==> src/rtl/uart_fifo_irq_pkg.sv <==
package uart_fifo_irq_pkg;
  localparam int unsigned DATA_W = 8;

  typedef enum logic [1:0] {
    PAR_NONE = 2'd0,
    PAR_EVEN = 2'd1,
    PAR_ODD  = 2'd2,
    PAR_OFF  = 2'd3
  } par_e;

  typedef struct packed {
    logic              brk;
    logic              fe;
    logic              pe;
    logic [DATA_W-1:0] data;
  } rx_ent_t;

  // fraction of depth chosen by a 3-bit selector; unused codes fall back to 1/2
  function automatic int unsigned thr_level(input logic [2:0] sel, input int unsigned depth);
    case (sel)
      3'd0:    return depth / 8;
      3'd1:    return depth / 4;
      3'd2:    return depth / 2;
      3'd3:    return (depth * 3) / 4;
      3'd4:    return (depth * 7) / 8;
      default: return depth / 2;
    endcase
  endfunction
endpackage

==> src/rtl/uart_fifo_q.sv <==
module uart_fifo_q #(
  parameter int W     = 8,
  parameter int DEPTH = 16,
  localparam int AW   = $clog2(DEPTH),
  localparam int LW   = AW + 1
) (
  input  logic          clk_i,
  input  logic          rst_ni,
  input  logic          push_i,
  input  logic [W-1:0]  din_i,
  input  logic          pop_i,
  output logic [W-1:0]  dout_o,
  output logic [LW-1:0] level_o
);
  logic [W-1:0]  mem [DEPTH];
  logic [AW-1:0] wp_q, rp_q;
  logic [LW-1:0] cnt_q;
  logic          do_push, do_pop;

  assign do_push = push_i && (cnt_q < LW'(DEPTH));
  assign do_pop  = pop_i && (cnt_q != '0);
  assign dout_o  = mem[rp_q];
  assign level_o = cnt_q;

  always_ff @(posedge clk_i) begin
    if (do_push) mem[wp_q] <= din_i;
  end

  always_ff @(posedge clk_i or negedge rst_ni) begin
    if (!rst_ni) begin
      wp_q  <= '0;
      rp_q  <= '0;
      cnt_q <= '0;
    end else begin
      if (do_push) wp_q <= (wp_q == AW'(DEPTH - 1)) ? '0 : wp_q + 1'b1;
      if (do_pop)  rp_q <= (rp_q == AW'(DEPTH - 1)) ? '0 : rp_q + 1'b1;
      case ({do_push, do_pop})
        2'b10:   cnt_q <= cnt_q + 1'b1;
        2'b01:   cnt_q <= cnt_q - 1'b1;
        default: cnt_q <= cnt_q;
      endcase
    end
  end
endmodule

==> src/rtl/uart_txser.sv <==
module uart_txser
  import uart_fifo_irq_pkg::*;
#(
  parameter int DW = 8,
  localparam int FW = DW + 3,
  localparam int BW = $clog2(FW + 1)
) (
  input  logic          clk_i,
  input  logic          rst_ni,
  input  logic          tick_i,
  input  logic [1:0]    par_i,
  input  logic          hold_i,
  input  logic          avail_i,
  input  logic [DW-1:0] data_i,
  output logic          pop_o,
  output logic          line_o
);
  logic          busy_q;
  logic [FW-1:0] sh_q;
  logic [3:0]    tc_q;
  logic [BW-1:0] bi_q, nb_q;
  logic          par_on, pbit;

  assign par_on = (par_i == PAR_EVEN) || (par_i == PAR_ODD);
  assign pbit   = (^data_i) ^ (par_i == PAR_ODD);
  assign pop_o  = !busy_q && avail_i && !hold_i;
  assign line_o = busy_q ? sh_q[0] : 1'b1;

  always_ff @(posedge clk_i or negedge rst_ni) begin
    if (!rst_ni) begin
      busy_q <= 1'b0;
      sh_q   <= '1;
      tc_q   <= '0;
      bi_q   <= '0;
      nb_q   <= '0;
    end else if (pop_o) begin
      busy_q <= 1'b1;
      sh_q   <= {1'b1, par_on ? pbit : 1'b1, data_i, 1'b0};
      nb_q   <= par_on ? BW'(DW + 3) : BW'(DW + 2);
      tc_q   <= '0;
      bi_q   <= '0;
    end else if (busy_q && tick_i) begin
      if (tc_q == 4'd15) begin
        tc_q <= '0;
        sh_q <= {1'b1, sh_q[FW-1:1]};
        if (bi_q == nb_q - 1'b1) busy_q <= 1'b0;
        else                     bi_q   <= bi_q + 1'b1;
      end else begin
        tc_q <= tc_q + 1'b1;
      end
    end
  end
endmodule

==> src/rtl/uart_rxdes.sv <==
module uart_rxdes
  import uart_fifo_irq_pkg::*;
#(
  parameter int DW = 8,
  localparam int IW = $clog2(DW)
) (
  input  logic       clk_i,
  input  logic       rst_ni,
  input  logic       tick_i,
  input  logic       rx_i,
  input  logic [1:0] par_i,
  output logic       push_o,
  output rx_ent_t    ent_o
);
  typedef enum logic [2:0] {S_IDLE, S_START, S_DATA, S_PAR, S_STOP, S_WAIT} st_e;

  st_e           st_q;
  logic [3:0]    tc_q;
  logic [IW-1:0] bi_q;
  logic [DW-1:0] sh_q;
  logic          pb_q, par_on, mid, exp_p;

  assign par_on = (par_i == PAR_EVEN) || (par_i == PAR_ODD);
  assign mid    = tick_i && (tc_q == 4'd15);
  assign exp_p  = (^sh_q) ^ (par_i == PAR_ODD);

  always_ff @(posedge clk_i or negedge rst_ni) begin
    if (!rst_ni) begin
      st_q   <= S_IDLE;
      tc_q   <= '0;
      bi_q   <= '0;
      sh_q   <= '0;
      pb_q   <= 1'b0;
      push_o <= 1'b0;
      ent_o  <= '0;
    end else begin
      push_o <= 1'b0;
      if (tick_i && st_q != S_IDLE && st_q != S_WAIT) tc_q <= tc_q + 1'b1;
      unique case (st_q)
        S_IDLE: if (tick_i && !rx_i) begin
          st_q <= S_START;
          tc_q <= '0;
        end
        S_START: if (tick_i && tc_q == 4'd7) begin
          tc_q <= '0;
          bi_q <= '0;
          st_q <= rx_i ? S_IDLE : S_DATA;  // high at mid start: false edge
        end
        S_DATA: if (mid) begin
          sh_q <= {rx_i, sh_q[DW-1:1]};
          bi_q <= bi_q + 1'b1;
          if (bi_q == IW'(DW - 1)) st_q <= par_on ? S_PAR : S_STOP;
        end
        S_PAR: if (mid) begin
          pb_q <= rx_i;
          st_q <= S_STOP;
        end
        S_STOP: if (mid) begin
          push_o     <= 1'b1;
          ent_o.data <= sh_q;
          ent_o.pe   <= par_on && (pb_q != exp_p);
          ent_o.fe   <= !rx_i;
          ent_o.brk  <= !rx_i && (sh_q == '0) && !(par_on && pb_q);
          st_q       <= rx_i ? S_IDLE : S_WAIT;
        end
        S_WAIT: if (rx_i) st_q <= S_IDLE;
        default: st_q <= S_IDLE;
      endcase
    end
  end
endmodule

==> src/rtl/uart_fifo_irq.sv <==
module uart_fifo_irq
  import uart_fifo_irq_pkg::*;
#(
  parameter int DEPTH = 16,
  localparam int LW   = $clog2(DEPTH) + 1,
  localparam int EW   = $bits(rx_ent_t),
  localparam int RDW  = EW + 1,
  localparam int CW   = 9
) (
  input  logic           clk_i,
  input  logic           rst_ni,
  input  logic           tick_i,
  input  logic           we_i,
  input  logic           re_i,
  input  logic           addr_i,
  input  logic [CW-1:0]  wdata_i,
  output logic [RDW-1:0] rdata_o,
  input  logic           rx_i,
  output logic           tx_o,
  output logic           tx_irq_o,
  output logic           rx_irq_o
);
  logic [CW-1:0]     cfg_q;
  logic [1:0]        rx_sync_q;
  logic [1:0]        cfg_par;
  logic              cfg_brk;
  logic [2:0]        tx_sel, rx_sel;
  logic [LW-1:0]     tx_lvl, rx_lvl, tx_thr, rx_thr;
  logic [DATA_W-1:0] tx_head;
  logic              tx_push, tx_pop, tx_line;
  logic              rx_push, rx_pop;
  rx_ent_t           rx_ent, rx_head;

  assign cfg_par = cfg_q[1:0];
  assign cfg_brk = cfg_q[2];
  assign tx_sel  = cfg_q[5:3];
  assign rx_sel  = cfg_q[8:6];

  always_ff @(posedge clk_i or negedge rst_ni) begin
    if (!rst_ni) begin
      cfg_q     <= '0;
      rx_sync_q <= 2'b11;
    end else begin
      rx_sync_q <= {rx_sync_q[0], rx_i};
      if (we_i && addr_i) cfg_q <= wdata_i;
    end
  end

  assign tx_push = we_i && !addr_i;
  assign rx_pop  = re_i && !addr_i;

  uart_fifo_q #(.W(DATA_W), .DEPTH(DEPTH)) u_txq (
    .clk_i, .rst_ni, .push_i(tx_push), .din_i(wdata_i[DATA_W-1:0]),
    .pop_i(tx_pop), .dout_o(tx_head), .level_o(tx_lvl)
  );

  uart_fifo_q #(.W(EW), .DEPTH(DEPTH)) u_rxq (
    .clk_i, .rst_ni, .push_i(rx_push), .din_i(rx_ent),
    .pop_i(rx_pop), .dout_o(rx_head), .level_o(rx_lvl)
  );

  uart_txser #(.DW(DATA_W)) u_tx (
    .clk_i, .rst_ni, .tick_i, .par_i(cfg_par), .hold_i(cfg_brk),
    .avail_i(tx_lvl != '0), .data_i(tx_head), .pop_o(tx_pop), .line_o(tx_line)
  );

  uart_rxdes #(.DW(DATA_W)) u_rx (
    .clk_i, .rst_ni, .tick_i, .rx_i(rx_sync_q[1]), .par_i(cfg_par),
    .push_o(rx_push), .ent_o(rx_ent)
  );

  assign tx_thr   = LW'(thr_level(tx_sel, DEPTH));
  assign rx_thr   = LW'(thr_level(rx_sel, DEPTH));
  assign tx_irq_o = (tx_lvl <= tx_thr);
  assign rx_irq_o = (rx_lvl >= rx_thr);
  assign tx_o     = tx_line && !cfg_brk;
  assign rdata_o  = (!addr_i && rx_lvl != '0) ? {1'b1, rx_head} : '0;
endmodule

==> config.mk <==
export PLATFORM = sky130hd
export DESIGN_NAME = uart_fifo_irq
export DESIGN_NICKNAME = d
export VERILOG_FILES = /design/src/rtl/uart_fifo_irq_pkg.sv /design/src/rtl/uart_fifo_q.sv /design/src/rtl/uart_txser.sv /design/src/rtl/uart_rxdes.sv /design/src/rtl/uart_fifo_irq.sv
export SDC_FILE = /design/constraint.sdc
export NUM_CORES = 1
export LEC_CHECK = 0
export ABC_AREA = 0
export CAP_MARGIN = 30
export CORE_MARGIN = 1.5
export CORE_UTILIZATION = 65
export CTS_BUF_LIST = sky130_fd_sc_hd__clkbuf_4
export CTS_CLUSTER_DIAMETER = 80
export CTS_CLUSTER_SIZE = 16
export DETAILED_ROUTE_END_ITERATION = 10
export GPL_TIMING_DRIVEN = 1
export PLACE_DENSITY = 0.91
export SLEW_MARGIN = 30
export SYNTH_ARGS = -nofsm -noshare
export SYNTH_HDL_FRONTEND = slang
export SYNTH_SLANG_ARGS = --single-unit
==> constraint.sdc <==
create_clock -name clk_i -period 3.3 [get_ports clk_i]
set_input_delay 0.495 -clock clk_i [delete_from_list [all_inputs] [get_ports clk_i]]
set_output_delay 0.495 -clock clk_i [all_outputs]
set_load 0.02 [all_outputs]
# Word-level counts from Yosys, hierarchy flattened
# Memories as Yosys holds them, arrays and structs flattened.
# Index checks and enable logic that the tools add are counted.
dict set report totals {
  register_bits 92
  latch_bits 0
  ram_bits 304
  romBits 0
  inputBits 16
  output_inout_bits 15
  mem_count 2
}
dict set report op_classes {
  n_addsub 13
  n_mul 0
  div 0
  n_lt_le_gt_ge 4
  eq_ne 36
  shifts 0
  muxes 50
  bitwise 2
  n_reduce_logical 50
}
# name words word_bits rd rd_clocked_by_memory_dff wr line
set mem_list {}
lappend mem_list {u_rxq.mem 16 11 1 0 1 uart_fifo_q.sv:15} ;# logic [W-1:0] mem [DEPTH];
lappend mem_list {u_txq.mem 16 8 1 0 1 uart_fifo_q.sv:15}
# operator n
set ops {}
lappend ops {{two-way mux 4 bit} 14}
lappend ops {{two-way mux 11 bit} 3}
lappend ops {{two-way mux 3 bit} 11}
lappend ops {{case mux 4 bit (4 select lines)} 2}
lappend ops {{adder 4 x 1 -> 4 bit, second input constant} 7}
lappend ops {{== test 4 bit, second input constant} 6}
lappend ops {{logical AND 1 bit} 21}
lappend ops {{case mux 5 bit (2 select lines)} 2}
lappend ops {{case mux 3 bit (6 select lines)} 1}
lappend ops {{parity 8 bit} 2}
lappend ops {{== test 3 bit, second input constant} 5}
lappend ops {{two-way mux 1 bit} 13}
lappend ops {{== test 3 x 2 -> 1 bit, second input constant} 4}
lappend ops {{two-way mux 12 bit} 1}
lappend ops {{inequality test 2 x 1 -> 1 bit, second input constant} 6}
lappend ops {{nonzero test 2 bit} 6}
lappend ops {{adder 5 x 1 -> 5 bit, second input constant} 2}
lappend ops {{less-than comparator 5 bit, second input constant} 2}
lappend ops {{nonzero test 5 bit} 2}
lappend ops {{subtractor 5 x 1 -> 5 bit, second input constant} 2}
lappend ops {{== test 3 x 1 -> 1 bit, second input constant} 3}
lappend ops {{zero test 3 bit} 3}
lappend ops {{AND reduction 3 bit} 3}
lappend ops {{zero test 8 bit} 1}
lappend ops {{20 further kinds} 33}

# Depth between registers and ports, before layout
# Gate-level depths: netlist (run 1).
dict set report logic_depth {
  ltp_word 6
  ltp_mapped 14
  mapped_depth_nobuf 11
}

# Modules after synthesis
# Synthesis (run 1) repeated with hierarchy kept, for this count alone.
dict set report hier_totals {
  hier_cells 1058
  area_unflattened_um2 17112.7
}
# mod n_inst cells_each area_each_um2 seq_area_each_um2
set by_module_without_submodules {}
lappend by_module_without_submodules {{uart_fifo_q (u_rxq)} 1 404 7833.8 5610.4}
lappend by_module_without_submodules {{uart_fifo_q (u_txq)} 1 320 5846.9 4169.0}
lappend by_module_without_submodules {uart_rxdes 1 143 1550.2 775.7}
lappend by_module_without_submodules {uart_txser 1 126 1157.4 538.0}
lappend by_module_without_submodules {uart_fifo_irq 1 65 724.4 277.8}

# Worst setup path before layout (run 1)
# No wires, ideal clock.
dict set report synth_path {
  path_kind {register to register}
  startpoint {register u_rxq.cnt_q[1], in the netlist u_rxq.level_o[1]}
  endpoint {register u_rxq.cnt_q[4], in the netlist u_rxq.level_o[4]}
  setup_ns 0.125
  arrival_ns 2.895
  t_required_ns 3.175
  setup_slack_ns 0.279
  path_stages_with_launch 13
  path_buffers 1
  period_less_slack_ns 3.021
  cell_sequence {dfrtp_1 -> or4_1 -> o21bai_1 -> inv_2 -> and2_1 -> clkbuf_1 -> ha_1 -> fa_1 -> a21o_1 -> a21oi_1 -> xor2_1 -> nor2_1 -> xor2_1}
}
dict set report synth_between {
  elab_chain_cells 4
  word_cells_on_any_way 10
  cone_classes {add/sub: 2; order compare: 1; eq/ne: 2; mux: 1; reduce/logical: 4}
}
# element line
set synth_lines {}
lappend synth_lines {{start, declared} uart_fifo_q.sv:17} ;# logic [LW-1:0] cnt_q;
lappend synth_lines {{start signal, assigned} uart_fifo_q.sv:38} ;# 2'b10: cnt_q <= cnt_q + 1'b1;
lappend synth_lines {{start signal, assigned} uart_fifo_q.sv:39} ;# 2'b01: cnt_q <= cnt_q - 1'b1;
lappend synth_lines {{start signal, assigned} uart_fifo_q.sv:40} ;# default: cnt_q <= cnt_q;
lappend synth_lines {{nonzero test 5 bit (*)} uart_fifo_q.sv:21} ;# assign do_pop = pop_i && (cnt_q != '0);
lappend synth_lines {{logical AND 1 bit (*)} uart_fifo_q.sv:21}
lappend synth_lines {{via u_rxq.do_pop} uart_fifo_q.sv:18} ;# logic do_push, do_pop;
lappend synth_lines {{== test 2 x 1 -> 1 bit / == test 2 bit (equally long branches)} uart_fifo_q.sv:37} ;# case ({do_push, do_pop})
lappend synth_lines {{case mux 5 bit (2 select lines) / nonzero test 2 bit (equally long branches)} -}
# Mark *: on every way through the listed nets, which the timed path passes. The rest lies on a longest branch.
# A chain may end at the register's enable or synchronous reset.

# Worst setup path in the final report (run 1)
dict set report layout_path {
  startpoint {register u_rxq.rp_q[0]}
  endpoint {output port rdata_o[10]}
}
dict set report layout_between {
  elab_chain_cells 2
}
# element line
set layout_lines {}
lappend layout_lines {{start, declared} uart_fifo_q.sv:16} ;# logic [AW-1:0] wp_q, rp_q;
lappend layout_lines {{start signal, assigned} uart_fifo_q.sv:36} ;# if (do_pop) rp_q <= (rp_q == AW'(DEPTH - 1)) ? '0 : rp_q + 1'b1;
lappend layout_lines {{memory (16 x 11 bit)} -}
lappend layout_lines {{two-way mux 12 bit} uart_fifo_irq.sv:77} ;# assign rdata_o = (!addr_i && rx_lvl != '0) ? {1'b1, rx_head} : '0;
lappend layout_lines {{end, declared} uart_fifo_irq.sv:17} ;# output logic [RDW-1:0] rdata_o,
# Every way passes these cells.

==> reports/results.ini, run 1 <==
[outcome]
outcome=finished, violations left
violations=negative setup slack

[route]
drtIter0Drc=855
first_pass_iters=5
drc=0
routed_via_density=6.37
post_drt_wl_per_cell_um=23.9
vias=9012
drtAntennaViolNets=0
routed_wl_um=33900

[finish]
syn2layout_area_growth_pct=7.42
layout-drive-gt1-share=0.202
nets=1114
post-route-util=0.713
finalInstanceArea_um2=17900

[floorplanning]
coreArea_um2=25200
fp.dieArea_um2=26700
start_util=0.663
fp.dieH_um=163
die_w_um=163
ios=31
core.rowCount=58

[cts]
clk_latency_ns=0.74
cts_tree=built
cts_buffer_depth=3
cts_htree_levels=1
cts_root_buf=clkbuf_4
cts_made_buffers=28
clkSinkCount=393
path_clk_slew_ns=0.16

[sta]
fin_crit_sh=1.01
worst-slew-pin-transition_ns=0.890
clock_skew_ns=0.0250
setup_viol=5
slew_viol_final=0
rsz0062_at_grt=yes
hold_viol_final=0
fmax_ghz=0.301
slew_headroom=0.399
finalSetupTns_ns=-0.0874
fin_crit_ns=3.33
finalWorstSetupSlack_ns=-0.0271

[global_route]
grt_max_degree=47
gr-usage-all-layers=0.262
grt_antenna_before_repair=1
grt_pass1_vias=9249
grt_first_pass_wirelength_um=52000
grt_overflow=0

[synth]
syn_nets=1068
synthCells=1016
syn_avg_cell_area_um2=16.4
synth_commonest_cells=edfxtp_1, mux4_2, dfrtp_1
yosysUniqueCellTypes=59
synth_top_area_frac=0.547
ys.flop_type=edfxtp_1
ys_top_cells_by_area=edfxtp_1, dfrtp_1, mux4_2
netlist_area_um2=16700
yosysSeqAreaShare=0.681
yosysWarnings=0
synth_edf_count=304
yosys.area.top_type=edfxtp_1
yosysMostFrequentCell=edfxtp_1
ys_ff_latch=393
synthArstFlopShare=0.226

[run]
maxCapViolations=0

[power]
comb_power_share=0.225
clock_power_share=0.199
p_int_w=0.00756
p_leak_nw=6.69
peakVddDrop_v=0.000523
sw_frac_of_total=0.284
power.density_nw_per_um2=589
seqPwrFrac=0.575
p_sw_w=0.00300

[place]
gp_congestion=0.793
dp_hpwl_um=21900
place_area_um2=17400
preCtsSetupSlack_ns=0.124
port_buffers=30

[setup_path]
critPathCaptureType=output pin
critPathMaxFanout=5
crit_required_ns=2.80
arrival_ns=2.83
start_kind=flip-flop
criticalPathCategory=flip-flop to output pin

[min_path]
worst_hold_path_type=primary input to flip-flop

## metal layers
| metal | wire length, µm | up-vias | global-route usage |
|---|---|---|---|
| met2 | 17800 | 409 | 0.463 |
| met3 | 1990 | 66 | 0.0241 |
| li1 | - | 3953 | - |
| met5 | 0 | - | 0 |
| met1 | 13200 | 4584 | 0.350 |
| met4 | 868 | 0 | 0.0771 |
## flip-flops by register name, indices dropped and copies added (netlist names), 5 cells and up
register	count
u_txq.level_o	5
u_rx.ent_o	11
u_rxq.level_o	5
u_txq.mem	128
u_tx.sh_q	10
cfg_q	9
u_rx.sh_q	8
u_rxq.mem	176
## power groups by stage
stage	Combinational, W	Clock, W	Sequential, W
after floorplan	0.00164	0	0.00598
after global placement	0.00198	0	0.00620
after detailed placement	0.00210	0	0.00624
after CTS	0.00229	0.00212	0.00606
after global routing	0.00260	0.00229	0.00612
final	0.00238	0.00211	0.00608
## cells by family after synthesis
family,count (synthesis),share of synthesized area
AND/OR/NAND/NOR,221,0.0651
XOR/XNOR,51,0.0267
AO/OA/AOI/OAI,115,0.0422
flip-flops,393,0.681
adder cells (fa/ha/maj),36,0.0274
multiplexers,119,0.136
buffers and inverters,81,0.0213
## area by class of cell
cell class | instances | area, µm²
clock inverters | 1 | 8.76
repair buffers | 65 | 653
diodes | 1 | 2.50
multi-input cells | 542 | 4980
well taps | 330 | 413
inverters | 32 | 120
flip-flops and latches | 393 | 11400
fillers | 1456 | 7240
clock buffers | 51 | 383
## layout by cell type, fill, tap and decap left out, types with 10 or more instances in the layout
master           instances
nand3_1                 19
a21oi_1                 23
ha_1                    35
o21ai_1                 10
nand2_1                 69
mux2i_1                 19
clkdlybuf4s50_1         16
buf_4                   27
inv_1                   31
xnor2_1                 28
o21ai_0                 42
nor3_1                  14
nor2_1                  41
xor2_1                  23
mux2_2                  12
dfstp_2                 12
dfrtp_1                 73
and2_1                  39
nor2b_1                 16
clkbuf_4                51
edfxtp_1               304
mux4_2                  83
## path summary, 6_finish.rpt
path,start,end,slack (ns),depth (start not counted)
hold / removal,rx_i,rx_sync_q[0]$_DFF_PN1_,0.14,1
hold reg to reg,rx_sync_q[0]$_DFF_PN1_,rx_sync_q[1]$_DFF_PN1_,0.37,0
min in group asynchronous,rst_ni,u_txq.wp_q[1]$_DFFE_PN0P_,0.30,2
max in group asynchronous,rst_ni,u_tx.sh_q[0]$_DFFE_PN1P_,2.18,3
setup reg to reg,u_rxq.level_o[4]$_DFFE_PN0P_,u_rxq.level_o[4]$_DFFE_PN0P_,0.27,11
setup / recovery,u_rxq.rp_q[0]$_DFFE_PN0P_,rdata_o[10],-0.03,6
## metrics by stage
step | power (W) | cells | hold slack (ns)
after floorplan | 0.00762 | 1016 | 0.199
after global placement | 0.00817 | 1350 | 0.347
after detailed placement | 0.00834 | 1350 | 0.349
after CTS | 0.0105 | 1411 | 0.109
after global routing | 0.0110 | 1415 | 0.0903
final | 0.0106 | 1415 | 0.139
## critical path, stage by stage (launching register included)
cell	delay [ns]
dfrtp_4	0.50
buf_8	0.16
clkbuf_16	0.16
mux4_2	0.50
mux4_2	0.47
nor2b_1	0.14
buf_2	0.16
## repair_timing
action,CTS,global route
buffers inserted,7,2
hold buffers,1,0
pin swaps,0,0
hold endpoints to repair,36,0
resized for setup,50,16
endpoints found under the setup margin,12,13
gates cloned,1,2
Note: power is estimated with default switching activity, not from simulation.
==> inputs of run 2 (changes only) <==
- CORE_UTILIZATION: 65 -> 34
- PLACE_DENSITY: 0.91 -> 0.57
==> reports/results.ini, run 2 (synthesis results as in run 1) <==
[floorplanning]
fp.dieArea_um2=50500
core.rowCount=81
fp.dieH_um=225
coreArea_um2=48700
start_util=0.343
die_w_um=225
ios=31

[cts]
clk_latency_ns=0.79
cts_htree_levels=1
cts_made_buffers=30
clkSinkCount=393
path_clk_slew_ns=0.17
cts_tree=built
cts_root_buf=clkbuf_4
cts_buffer_depth=3

[place]
port_buffers=30
gp_congestion=0.741
dp_hpwl_um=21900
preCtsSetupSlack_ns=0.219

[sta]
clock_skew_ns=0.0447
slew_viol_final=0
fmax_ghz=0.301
slew_headroom=0.401
rsz0062_at_grt=yes
finalSetupTns_ns=-0.122
finalWorstSetupSlack_ns=-0.0276
hold_slack_ns=0.222
setup_viol=7
fin_crit_sh=1.01
worst-slew-pin-transition_ns=0.898
fin_crit_ns=3.33
hold_viol_final=0

[route]
vias=8490
routed_wl_um=33700
first_pass_iters=4
drtIter0Drc=503
routed_via_density=4.82
drtAntennaViolNets=0
post_drt_wl_per_cell_um=19.1
drc=0

[finish]
layout-drive-gt1-share=0.213
final_cell_mix=edfxtp_1, mux4_2, dfrtp_1
regMostFlops=u_rxq.mem
mostFrequentLayoutCell=edfxtp_1
post-route-util=0.380
top_regs=u_rxq.mem: 176 flops, u_txq.mem: 128 flops, u_rx.ent_o: 11 flops
nets=1122
largest_reg_flops=176
syn2layout_area_growth_pct=10.8

[power]
power.density_nw_per_um2=583
p_leak_nw=6.75
peakVddDrop_v=0.000329

[min_path]
worst_hold_path_type=primary input to flip-flop

[run]
maxCapViolations=0

[setup_path]
arrival_ns=2.83
criticalPathCategory=flip-flop to output pin
start_kind=flip-flop
critPathMaxFanout=7
critPathCaptureType=output pin
crit_required_ns=2.80

[global_route]
gr-usage-all-layers=0.136
grt_first_pass_wirelength_um=52200
grt_max_degree=46
grt_overflow=0
grt_pass1_vias=8773
grt_antenna_before_repair=2

[outcome]
violations=negative setup slack
outcome=finished, violations left

-- run 2: changes by cell type in the layout (fill, tap and decap cells not counted), sizes merged --
| cell | previous run | this run |
|---|---|---|
| clkinv | 0 | 3 |
| diode | 1 | 3 |
| dlymetal6s2s | 1 | 0 |
| buf | 44 | 52 |
| clkbuf | 54 | 49 |
| dlygate4sd2 | 0 | 1 |
| inv | 33 | 34 |
| bufinv | 0 | 3 |
-- run 2: report_power, final --
group / total [W] / switching (W) / internal (W) / leakage [nW]
logic: 0.00229 / 0.00115 / 0.00114 / 2.31
registers: 0.00605 / 0.000379 / 0.00567 / 4.16
clock network: 0.00245 / 0.00153 / 0.000914 / 0.285
-- run 2: stage by stage --
| step | total power, W | instances | area [µm²] |
|---|---|---|---|
| 2_1_floorplan | 0.00762 | 1016 | 16700 |
| 3_3_place_gp | 0.00829 | 1695 | 17900 |
| 3_5_place_dp | 0.00835 | 1695 | 17900 |
| 4_1_cts | 0.0109 | 1759 | 18400 |
| 5_1_grt | 0.0114 | 1760 | 18500 |
| 6_report | 0.0108 | 1761 | 18500 |
-- run 2: routing by layer --
layer  GRT usage  wire length (µm)
met2       0.241             17300
met5           0                 0
met1       0.176             14800
met3      0.0200              1140
met4      0.0288               524
-- run 2: layout make-up --
| type | count | area, µm² |
|---|---|---|
| fill | 4482 | 30200 |
| multi-input combinational | 542 | 5020 |
| sequential | 393 | 11400 |
| inverter | 32 | 120 |
| antenna | 3 | 7.51 |
| clock inverter | 8 | 133 |
| timing repair buffer | 71 | 659 |
| tap | 664 | 831 |
| clock buffer | 48 | 360 |
-- run 2: path summary, 6_finish.rpt --
path | from | endpoint | slack [ns] | depth (start not counted)
worst max-delay path | u_rxq.rp_q[0]$_DFFE_PN0P_ | rdata_o[0] | -0.03 | 6
worst min-delay path | rx_i | rx_sync_q[0]$_DFF_PN1_ | 0.22 | 1
worst max register to register | u_rxq.level_o[4]$_DFFE_PN0P_ | u_rxq.level_o[4]$_DFFE_PN0P_ | 0.38 | 11
worst min register to register | rx_sync_q[0]$_DFF_PN1_ | rx_sync_q[1]$_DFF_PN1_ | 0.37 | 0
max in group asynchronous | rst_ni | u_rxq.rp_q[1]$_DFFE_PN0P_ | 2.23 | 3
min in group asynchronous | rst_ni | u_tx.tc_q[2]$_DFFE_PN0P_ | 0.26 | 2
-- run 2: timing repair --
| action | in CTS | in global routing |
|---|---|---|
| pin swaps | 0 | 0 |
| gates cloned | 0 | 1 |
| hold buffers | 1 | 0 |
| endpoints found under the setup margin | 13 | 13 |
| endpoints found under the hold margin | 36 | 0 |
| buffers inserted | 8 | 0 |
| resized for setup | 58 | 25 |
-- run 2: worst max-delay path, stage by stage (launching register included) --
cell and delay, ns:
dfrtp_4 0.51, buf_6 0.14, buf_12 0.13, mux4_2 0.49, mux4_2 0.48, nor2b_4 0.15, buf_6 0.13
==> inputs of run 3 (changes only) <==
- clock period: 3.3 -> 3.7 ns (I/O delays scaled with it)
==> reports/results.ini, run 3 (synthesis results as in run 1) <==
[outcome]
outcome=finished, final reports clean

[setup_path]
cp_slowest_cell=dfrtp_4
critPathMaxFanout=9
critPathCaptureType=output pin
cpPeakStageDelay_ns=0.50
crit_family=multiplexers
r2r_cells=11
arrival_ns=2.99
start_kind=flip-flop
cp_cell_sequence=buf_4, buf_4, mux4_2, mux4_2, nor2b_1, clkdlybuf4s15_1
reg2reg_from=u_rxq.level_o[1]$_DFFE_PN0P_
criticalPathCategory=flip-flop to output pin
crit_buf_inv=3
crit_required_ns=3.14
reg2reg_setup_slack_ns=0.68
timing.rr.end=u_rxq.level_o[4]$_DFFE_PN0P_

[sta]
fmax_ghz=0.282
hold_slack_ns=0.239
slew_headroom=0.369
slew_viol_final=0
fin_crit_sh=0.959
setup_viol=0
fin_crit_ns=3.55
clock_skew_ns=0.0533
worst-slew-pin-transition_ns=0.947
hold_viol_final=0

[global_route]
grt_overflow=0
grt_max_degree=60
gr-usage-all-layers=0.138
grt_pass1_vias=8882
grt_first_pass_wirelength_um=52700
grt_antenna_before_repair=1

[power]
seqPwrFrac=0.582
power.density_nw_per_um2=511
comb_power_share=0.206
p_int_w=0.00663
p_leak_nw=6.62
sw_frac_of_total=0.289
clock_power_share=0.213
p_sw_w=0.00270
peakVddDrop_v=0.000354

[cts]
clkSinkCount=393
cts_htree_levels=1
clk_latency_ns=0.80
path_clk_slew_ns=0.17
cts_root_buf=clkbuf_4
cts_made_buffers=29
cts_buffer_depth=3
cts_tree=built

[finish]
seq_area_um2=11400
largest_reg_flops=176
multi_input_area_um2=4980
regMostFlops=u_rxq.mem
finalNonFillerCells=1737
syn2layout_area_growth_pct=9.16
final_cell_mix=edfxtp_1, mux4_2, dfrtp_1
fillCellCount=4551
layout-drive-gt1-share=0.181
nets=1102
mostFrequentLayoutCell=edfxtp_1
top_regs=u_rxq.mem: 176 flops, u_txq.mem: 128 flops, u_rx.ent_o: 11 flops

[route]
post_drt_wl_per_cell_um=19.7
drtIter0Drc=655
first_pass_iters=7
vias=8565
drc=0
routed_via_density=4.93
routed_wl_um=34100
drtAntennaViolNets=0

[floorplanning]
fp.dieArea_um2=50500
start_util=0.343
die_w_um=225
fp.dieH_um=225
ios=31
coreArea_um2=48700
core.rowCount=81

[place]
port_buffers=30
dp_hpwl_um=21700
gp_congestion=0.746
dp_cells=1679

[run]
maxCapViolations=0

[min_path]
worst_hold_path_type=primary input to asynchronous set/reset pin

==> run 3: layout make-up <==
class | instances | area share
Timing Repair Buffer | 52 | 0.0279
Multi-Input combinational cell | 542 | 0.273
Antenna cell | 1 | 0.000137
Inverter | 32 | 0.00659
Tap cell | 664 | 0.0456
Clock inverter | 2 | 0.00178
Clock buffer | 51 | 0.0210
Sequential cell | 393 | 0.624
==> run 3: how the worst max path moves through the flow <==
stage                     cells after the start                           end                         start  slack (ns)
final                                         6                    rdata_o[2]     u_rxq.rp_q[0]$_DFFE_PN0P_        0.15
after global routing                          6                    rdata_o[3]     u_rxq.rp_q[0]$_DFFE_PN0P_      -0.001
after CTS                                     6                    rdata_o[3]     u_rxq.rp_q[0]$_DFFE_PN0P_      0.0002
after detailed placement                      5                   rdata_o[10]     u_rxq.rp_q[0]$_DFFE_PN0P_        0.43
after global placement                        5                   rdata_o[10]     u_rxq.rp_q[0]$_DFFE_PN0P_        0.45
after floorplan                              12  u_rxq.level_o[4]$_DFFE_PN0P_  u_rxq.level_o[1]$_DFFE_PN0P_        0.68
==> run 3: stage by stage <==
| step | setup TNS (ns) | utilization | area (µm²) | total power, W | setup WS [ns] |
|---|---|---|---|---|---|
| 4_1_cts | 0 | 0.374 | 18200 | 0.00945 | 0.000155 |
| 6_report | 0 | 0.374 | 18200 | 0.00932 | 0.153 |
| 3_5_place_dp | 0 | 0.365 | 17800 | 0.00746 | 0.429 |
| 2_1_floorplan | 0 | - | 16700 | 0.00679 | 0.679 |
| 3_3_place_gp | 0 | 0.365 | 17800 | 0.00741 | 0.450 |
| 5_1_grt | -0.00117 | 0.374 | 18200 | 0.00984 | -0.00117 |
==> run 3: timing repair <==
| action | CTS | global route |
|---|---|---|
| setup buffers | 2 | 1 |
| endpoints found under the hold margin | 30 | 0 |
| hold buffers | 1 | 0 |
| endpoints found under the setup margin | 12 | 3 |
| resized for setup | 14 | 2 |
| pin swaps | 0 | 0 |
==> run 3: per-layer routing <==
layer	global-route usage	wire length, µm	vias up
met2	0.237	17000	157
met3	0.0182	1230	60
met1	0.185	15000	4413
met4	0.0390	920	0
met5	0	0	-
li1	-	-	3935
==> run 3: power groups by stage <==
stage | Combinational [W] | Sequential [W] | Clock, W
2_1_floorplan | 0.00147 | 0.00533 | 0
3_3_place_gp | 0.00186 | 0.00554 | 0
3_5_place_dp | 0.00191 | 0.00555 | 0
4_1_cts | 0.00195 | 0.00543 | 0.00207
5_1_grt | 0.00214 | 0.00548 | 0.00222
6_report | 0.00192 | 0.00542 | 0.00198
